[config.mk]
export PLATFORM = sky130hd
export DESIGN_NAME = itmr_channel
export DESIGN_NICKNAME = d
export VERILOG_FILES = /design/src/rtl/itmr_pkg.sv /design/src/rtl/itmr_regfile.sv /design/src/rtl/itmr_tick_sel.sv /design/src/rtl/itmr_core.sv /design/src/rtl/itmr_irq.sv /design/src/rtl/itmr_channel.sv
export SDC_FILE = /design/constraint.sdc
export NUM_CORES = 1
export LEC_CHECK = 0
export CAP_MARGIN = 30
export CORE_AREA = 2 2 90 92
export CTS_CLUSTER_SIZE = 10
export DETAILED_ROUTE_END_ITERATION = 10
export DIE_AREA = 0 0 92 94
export PLACE_DENSITY = 0.85
export SETUP_SLACK_MARGIN = 0.2
export SKIP_LAST_GASP = 1
export SLEW_MARGIN = 5
export SYNTH_ARGS = -nofsm -noshare
export SYNTH_HDL_FRONTEND = slang
export SYNTH_SLANG_ARGS = --single-unit
[constraint.sdc]
create_clock -name clk -period 3.6 [get_ports clk]
set_input_delay 0.72 -clock clk [delete_from_list [all_inputs] [get_ports clk]]
set_output_delay 0.72 -clock clk [all_outputs]
set_load 0.005 [all_outputs]
[src/rtl/itmr_pkg.sv]
package itmr_pkg;
  typedef enum logic [1:0] {
    SLOT_LOAD  = 2'd0,
    SLOT_VALUE = 2'd1,
    SLOT_CTRL  = 2'd2,
    SLOT_CLEAR = 2'd3
  } slot_e;

  localparam int BIT_EN       = 7;
  localparam int BIT_PERIODIC = 6;
  localparam int BIT_FAST     = 3;

  typedef struct packed {
    logic en;
    logic periodic;
    logic fast;
  } ctrl_t;

  function automatic ctrl_t ctrl_from_word(input logic [31:0] w);
    ctrl_t c;
    c.en       = w[BIT_EN];
    c.periodic = w[BIT_PERIODIC];
    c.fast     = w[BIT_FAST];
    return c;
  endfunction

  function automatic logic [31:0] ctrl_to_word(input ctrl_t c);
    logic [31:0] w;
    w = '0;
    w[BIT_EN]       = c.en;
    w[BIT_PERIODIC] = c.periodic;
    w[BIT_FAST]     = c.fast;
    return w;
  endfunction
endpackage

[src/rtl/itmr_regfile.sv]
module itmr_regfile
  import itmr_pkg::*;
#(
  parameter int BUS_W  = 32,
  parameter int CNT_W  = 32,
  parameter int ADDR_W = 4
) (
  input  logic              clk,
  input  logic              rst_n,
  input  logic              bus_sel,
  input  logic              bus_wr,
  input  logic [ADDR_W-1:0] bus_addr,
  input  logic [BUS_W-1:0]  bus_wdata,
  input  logic [CNT_W-1:0]  cnt_q,
  output logic [CNT_W-1:0]  load_q,
  output ctrl_t             ctrl_q,
  output logic              load_wr,
  output logic              clr_wr,
  output logic [BUS_W-1:0]  bus_rdata
);
  slot_e slot;
  logic  wr_hit;
  logic  rd_hit;
  logic  ctrl_wr;

  assign slot    = slot_e'(bus_addr[3:2]);
  assign wr_hit  = bus_sel && bus_wr;
  assign rd_hit  = bus_sel && !bus_wr;
  assign load_wr = wr_hit && (slot == SLOT_LOAD);
  assign ctrl_wr = wr_hit && (slot == SLOT_CTRL);
  assign clr_wr  = wr_hit && (slot == SLOT_CLEAR);

  always_ff @(posedge clk) begin
    if (!rst_n) begin
      load_q <= '0;
      ctrl_q <= '0;
    end else begin
      if (load_wr) load_q <= bus_wdata[CNT_W-1:0];
      if (ctrl_wr) ctrl_q <= ctrl_from_word(32'(bus_wdata));
    end
  end

  always_comb begin
    bus_rdata = '0;
    if (rd_hit) begin
      unique case (slot)
        SLOT_LOAD:  bus_rdata = BUS_W'(load_q);
        SLOT_VALUE: bus_rdata = BUS_W'(cnt_q);
        SLOT_CTRL:  bus_rdata = BUS_W'(ctrl_to_word(ctrl_q));
        default:    bus_rdata = '0;
      endcase
    end
  end
endmodule

[src/rtl/itmr_tick_sel.sv]
module itmr_tick_sel (
  input  logic en,
  input  logic use_fast,
  input  logic tick_fast,
  input  logic tick_slow,
  output logic tick_live
);
  logic picked;
  assign picked    = use_fast ? tick_fast : tick_slow;
  assign tick_live = en && picked;
endmodule

[src/rtl/itmr_core.sv]
module itmr_core #(
  parameter int CNT_W = 32
) (
  input  logic             clk,
  input  logic             rst_n,
  input  logic             tick_live,
  input  logic             periodic,
  input  logic             load_wr,
  input  logic [CNT_W-1:0] load_val,
  input  logic [CNT_W-1:0] reload_val,
  output logic [CNT_W-1:0] cnt_q,
  output logic             underflow
);
  function automatic logic [CNT_W-1:0] step_count(
    input logic [CNT_W-1:0] cur,
    input logic [CNT_W-1:0] rl,
    input logic             per
  );
    if (cur == '0) return per ? rl : '1;
    return cur - 1'b1;
  endfunction

  assign underflow = tick_live && (cnt_q == '0);

  always_ff @(posedge clk) begin
    if (!rst_n)         cnt_q <= '0;
    else if (load_wr)   cnt_q <= load_val;
    else if (tick_live) cnt_q <= step_count(cnt_q, reload_val, periodic);
  end
endmodule

[src/rtl/itmr_irq.sv]
module itmr_irq (
  input  logic clk,
  input  logic rst_n,
  input  logic set_ev,
  input  logic clr_ev,
  output logic irq_q
);
  always_ff @(posedge clk) begin
    if (!rst_n)      irq_q <= 1'b0;
    else if (set_ev) irq_q <= 1'b1;
    else if (clr_ev) irq_q <= 1'b0;
  end
endmodule

[src/rtl/itmr_channel.sv]
module itmr_channel
  import itmr_pkg::*;
#(
  parameter int BUS_W  = 32,
  parameter int CNT_W  = 32,
  parameter int ADDR_W = 4
) (
  input  logic              clk,
  input  logic              rst_n,
  input  logic              tick_fast,
  input  logic              tick_slow,
  input  logic              bus_sel,
  input  logic              bus_wr,
  input  logic [ADDR_W-1:0] bus_addr,
  input  logic [BUS_W-1:0]  bus_wdata,
  output logic [BUS_W-1:0]  bus_rdata,
  output logic              irq
);
  logic [CNT_W-1:0] cnt_q;
  logic [CNT_W-1:0] load_q;
  ctrl_t            ctrl_q;
  logic             load_wr;
  logic             clr_wr;
  logic             tick_live;
  logic             underflow;

  itmr_regfile #(.BUS_W(BUS_W), .CNT_W(CNT_W), .ADDR_W(ADDR_W)) u_regs (
    .clk(clk), .rst_n(rst_n), .bus_sel(bus_sel), .bus_wr(bus_wr),
    .bus_addr(bus_addr), .bus_wdata(bus_wdata), .cnt_q(cnt_q),
    .load_q(load_q), .ctrl_q(ctrl_q), .load_wr(load_wr), .clr_wr(clr_wr),
    .bus_rdata(bus_rdata)
  );

  itmr_tick_sel u_tick (
    .en(ctrl_q.en), .use_fast(ctrl_q.fast), .tick_fast(tick_fast),
    .tick_slow(tick_slow), .tick_live(tick_live)
  );

  itmr_core #(.CNT_W(CNT_W)) u_core (
    .clk(clk), .rst_n(rst_n), .tick_live(tick_live),
    .periodic(ctrl_q.periodic), .load_wr(load_wr),
    .load_val(bus_wdata[CNT_W-1:0]), .reload_val(load_q),
    .cnt_q(cnt_q), .underflow(underflow)
  );

  itmr_irq u_irq (
    .clk(clk), .rst_n(rst_n), .set_ev(underflow), .clr_ev(clr_wr),
    .irq_q(irq)
  );
endmodule

# == After elaboration in Yosys (flattened, before gate mapping) ==
# Index checks and enable logic that the tools add are counted.
# classes
n_reduce_logical,12
n_addsub,1
n_eq_ne,3
n_mux,14
# ops
operator,n
32-bit two-way mux,6
32-bit one-hot mux with 3 select lines,1
32-bit zero test,1
"32-bit by 1-bit subtractor with 32-bit output, second input constant",1
1-bit logical AND,7
1-bit two-way mux,7
"2-bit equality test, second input constant",2
2-bit nonzero test,2
"2-bit by 1-bit equality test with 1-bit output, second input constant",1
2-bit zero test,1
1-bit zero test,1
# totals
output_inout_bits,33
wordCells,36
regBits,68
inputBits,42

# == Logic depth before layout (Yosys ltp) ==
# depth
ltp_word,8
ltp_mapped,9
depth_no_buf,7

# == Cells and area by module ==
# A second synthesis with hierarchy kept.
# unflattened
cells_unflattened,558
hier_area_um2,4536.9
# by_module_without_submodules
module,seq_area_each_um2,n_inst,area_each_um2,cells_per_inst
itmr_core,640.6,1,2483.6,325
itmr_regfile,700.7,1,1995.7,228
itmr_irq,20.0,1,41.3,3
itmr_tick_sel,0.0,1,16.3,2

# == Least setup slack after synthesis ==
# OpenSTA, ideal clock, no wires.
# synth_path
path_type,input port to output port
from,in bus_wr
to,out bus_rdata[21]
cell_stages,5
required_time_ns,2.880
slack_ns,1.176
arrival_ns,1.704
n_path_buf,2
cell_sequence,nand2b_1 -> or2_2 -> clkbuf_1 -> clkbuf_1 -> nor2_1
# synth_between
elab_chain_cells,3
# synth_lines
item,line_no,source
start: declaration,itmr_channel.sv:13,"input logic bus_wr,"
1-bit zero test,itmr_regfile.sv:28,assign rd_hit = bus_sel && !bus_wr;
1-bit logical AND,itmr_regfile.sv:28,
32-bit two-way mux,itmr_regfile.sv:45,if (rd_hit) begin
end: declaration,itmr_channel.sv:16,"output logic [BUS_W-1:0] bus_rdata,"
# Every way passes these cells.

# == Worst setup path after layout ==
# layout_path
from,in bus_wr
to,out bus_rdata[11]
# The elaborated chain is that of the path after synthesis.

==> flow_summary.toml <==
[place]
numPortBuffers = 72
dp.cells = 702
dpl.hpwl_mm = 8.44
dp_slack_ps = 182
placed_area_um2 = 5090
gp_congestion = 0.901

[logic_synthesis]
synth_cell_types = 68
seq_area_frac_synth_pct = 31.1
ys_warn_count = 0
synth_area_um2 = 4370
synth-main-ff-cell = "dfxtp_1"
synth_area_leader_cell = "dfxtp_1"
ys_seq_elements = 68
async_flop_share_pct = 0
syn_nets = 607
syn_area_per_cell_um2 = 7.76
synthTopCellsByArea = "dfxtp_1 31%, mux2i_1 9.2%, nand2_1 7.9%"
synthCells = 563
synth_top_cell_area_share_pct = 31.1
synth_edf_count = 0

[clock_tree]
clockBufferDepth = 2
htree_num_levels = 3
cts_root_buffer = "clkbuf_8"
clock_latency_ps = 360
cts_buffers = 9
postCtsSetupBuffers = 0
cts_hold_buf = 0
clk_transition_reported_paths_ps = 80
cts_sinks = 68
cts_tree = "built"
ctsResizeCount = 1

[route]
wl_per_cell_um = 17.2
viasPerCell = 6.24
dr.pass1.iters = 5
drcViolationCount = 0
drt-total-wl_mm = 12.3
first_iter_violations = 334
antenna_left = 0
vias = 4471

[worst_setup_path]
arrival_ps = 2510
crit_path_max_incr_delay_ps = 520
rrSetupSlack_ps = 840
crit_type = "input pin to output port"
critical_path.endpoint = "bus_rdata[11]"
required_ps = 2880
cp-end-kind = "output port"
cp_slowest_cell = "clkdlybuf4s50_1"
crit_top_cell = "clkdlybuf4s50_1"
critical_path.cell_chain = "clkdlybuf4s50_1 -> nand2b_1 -> or2_4 -> nor2_1 -> clkdlybuf4s50_1"
r2r_end = "u_core.cnt_q[29]"
crit_start = "bus_wr"
r2r-start = "u_core.cnt_q[0]"
start_kind = "input pin"
cp_max_fo = 29
ff2ff_path_depth = 7

[global_routing]
track_usage_pct = 28.9
grt_pass1_vias = 4252
grt_max_degree = 54
antenna_found_initial = 0
grt_pass1_wl_mm = 20.1
grt_overflow = 0

[layout]
fillers = 639
fin_area_um2 = 5280
insertedDiodeCount = 0
instances_no_fill = 717
multi_input_area_um2 = 2790
drive_gt1_share_pct = 7.48
area_growth_pct = 20.9
register_area_um2 = 1360
nets = 655

[hold_path]
min_path_type = "register to register"

[die]
start_util_pct = 57.5
rows = 32
core_um2 = 7610
ios = 75
fp.dieH_um = 94
die_area_um2 = 8650
die_w_um = 92

[power_and_ir_drop]
finalPower_uw = 1950
ir_drop_mv = 0.232
powerDensity_nw_per_um2 = 369
leakage_uw = 0.00205

[timing]
worst_clock_skew_ps = 10.9
hold_viol_final = 0
period_needed_ps = 3230
clock.fmax_mhz = 310
setup_viol = 0
slew_headroom_pct = 45.3
max_slew.worst_pin.slew_ps = 820
setup_slack_ps = 373
fin_setup_tns_ps = 0
final_max_slew_viol_count = 0
finalCritPeriodShare_pct = 89.6
rsz0062_at_grt = "no"

[run_status]
status = "finished clean"

[run]
cap_violations = 0
[placed cells by master (no fill, tap or decap), types with 3 or more instances in the layout]
cell type / netlist / routed
dfxtp_1: 68 / 68
nand2_1: 92 / 92
buf_4: 0 / 7
or3_1: 8 / 8
a21oi_1: 61 / 61
nand2b_1: 4 / 4
nor4_1: 7 / 7
o31ai_1: 4 / 4
a31oi_1: 3 / 3
inv_1: 6 / 6
o21ai_0: 32 / 32
nand4_1: 10 / 10
a32o_1: 5 / 5
nor2_1: 53 / 53
nand3_1: 10 / 10
clkbuf_8: 0 / 13
mux2i_1: 40 / 40
nor2b_1: 5 / 5
nand3b_1: 5 / 5
o21ai_1: 3 / 3
a211oi_1: 3 / 3
nor3_1: 11 / 11
nor4_4: 5 / 5
xor2_1: 5 / 5
xnor2_1: 11 / 11
clkdlybuf4s50_1: 0 / 71
or4_1: 4 / 4
nand4b_1: 3 / 3
a21o_1: 5 / 5
o211a_1: 9 / 9
[area by class of cell]
| type | count | share of cell area, % |
|---|---|---|
| clock inverter | 1 | 0.0947 |
| multi-input combinational | 445 | 52.9 |
| timing repair buffer | 80 | 14.9 |
| inverter | 7 | 0.497 |
| tap | 102 | 2.42 |
| clock buffer | 14 | 3.46 |
| sequential | 68 | 25.8 |
[per-layer routing]
layer / routed length, um / vias to the layer above / global-route usage (%)
li1: - / 2127 / -
met1: 5090 / 2154 / 34.9
met2: 6270 / 170 / 52.5
met3: 791 / 20 / 4.65
met4: 173 / 0 / 9.20
met5: 0 / - / 0
[worst min path at each step]
stage / slack (ps) / from / to / depth (start not counted)
after floorplan: 440 / u_regs.load_q[26] / u_regs.load_q[26] / 2
after global placement: 440 / u_irq.irq_q / u_irq.irq_q / 2
after detailed placement: 450 / u_irq.irq_q / u_irq.irq_q / 2
after CTS: 460 / u_irq.irq_q / u_irq.irq_q / 2
after global routing: 490 / u_regs.load_q[5] / u_regs.load_q[5] / 2
final: 460 / u_irq.irq_q / u_irq.irq_q / 2
[through the flow]
step / hold slack [ps] / utilization [%]
final: 459 / 69.5
after global routing: 490 / 69.5
after CTS: 459 / 69.5
after detailed placement: 449 / 67.0
after global placement: 445 / 67.0
after floorplan: 443 / -
[state kept, by name, indices dropped and copies added, names as in the netlist]
name / count
u_irq.irq_q: 1
u_regs.ctrl_q: 3
u_core.cnt_q: 32
u_regs.load_q: 32
[report_power, final]
group          internal, uW  switching [uW]
Combinational           231             289
Sequential              778            46.7
Clock                   321             285
[worst max-delay path, delay by kind of cell]
kind | cells | cell delay [ps]
buffers and inverters | 2 | 1010
AND/OR/NAND/NOR | 3 | 770
[synthesized netlist by cell type, types with 6 or more instances]
| master | instances |
|---|---|
| o21ai_0 | 32 |
| nand2_1 | 92 |
| clkbuf_1 | 31 |
| mux2i_1 | 40 |
| nor3_1 | 11 |
| a21oi_1 | 61 |
| inv_1 | 6 |
| or3_1 | 8 |
| nand3_1 | 10 |
| o211a_1 | 9 |
| buf_2 | 6 |
| dfxtp_1 | 68 |
| nor4_1 | 7 |
| xnor2_1 | 11 |
| nand4_1 | 10 |
| nor2_1 | 53 |
[cell families after synthesis]
family,synth area share (%)
and+or+nand+nor,28.8
AOI/OAI and AO/OA,21.4
DFF,31.1
buffers and inverters,5.15
muxes,9.76
xor gates and xnor gates,3.21
adders and majority gates,0.572
No activity file was read; power rests on OpenSTA's default activity.
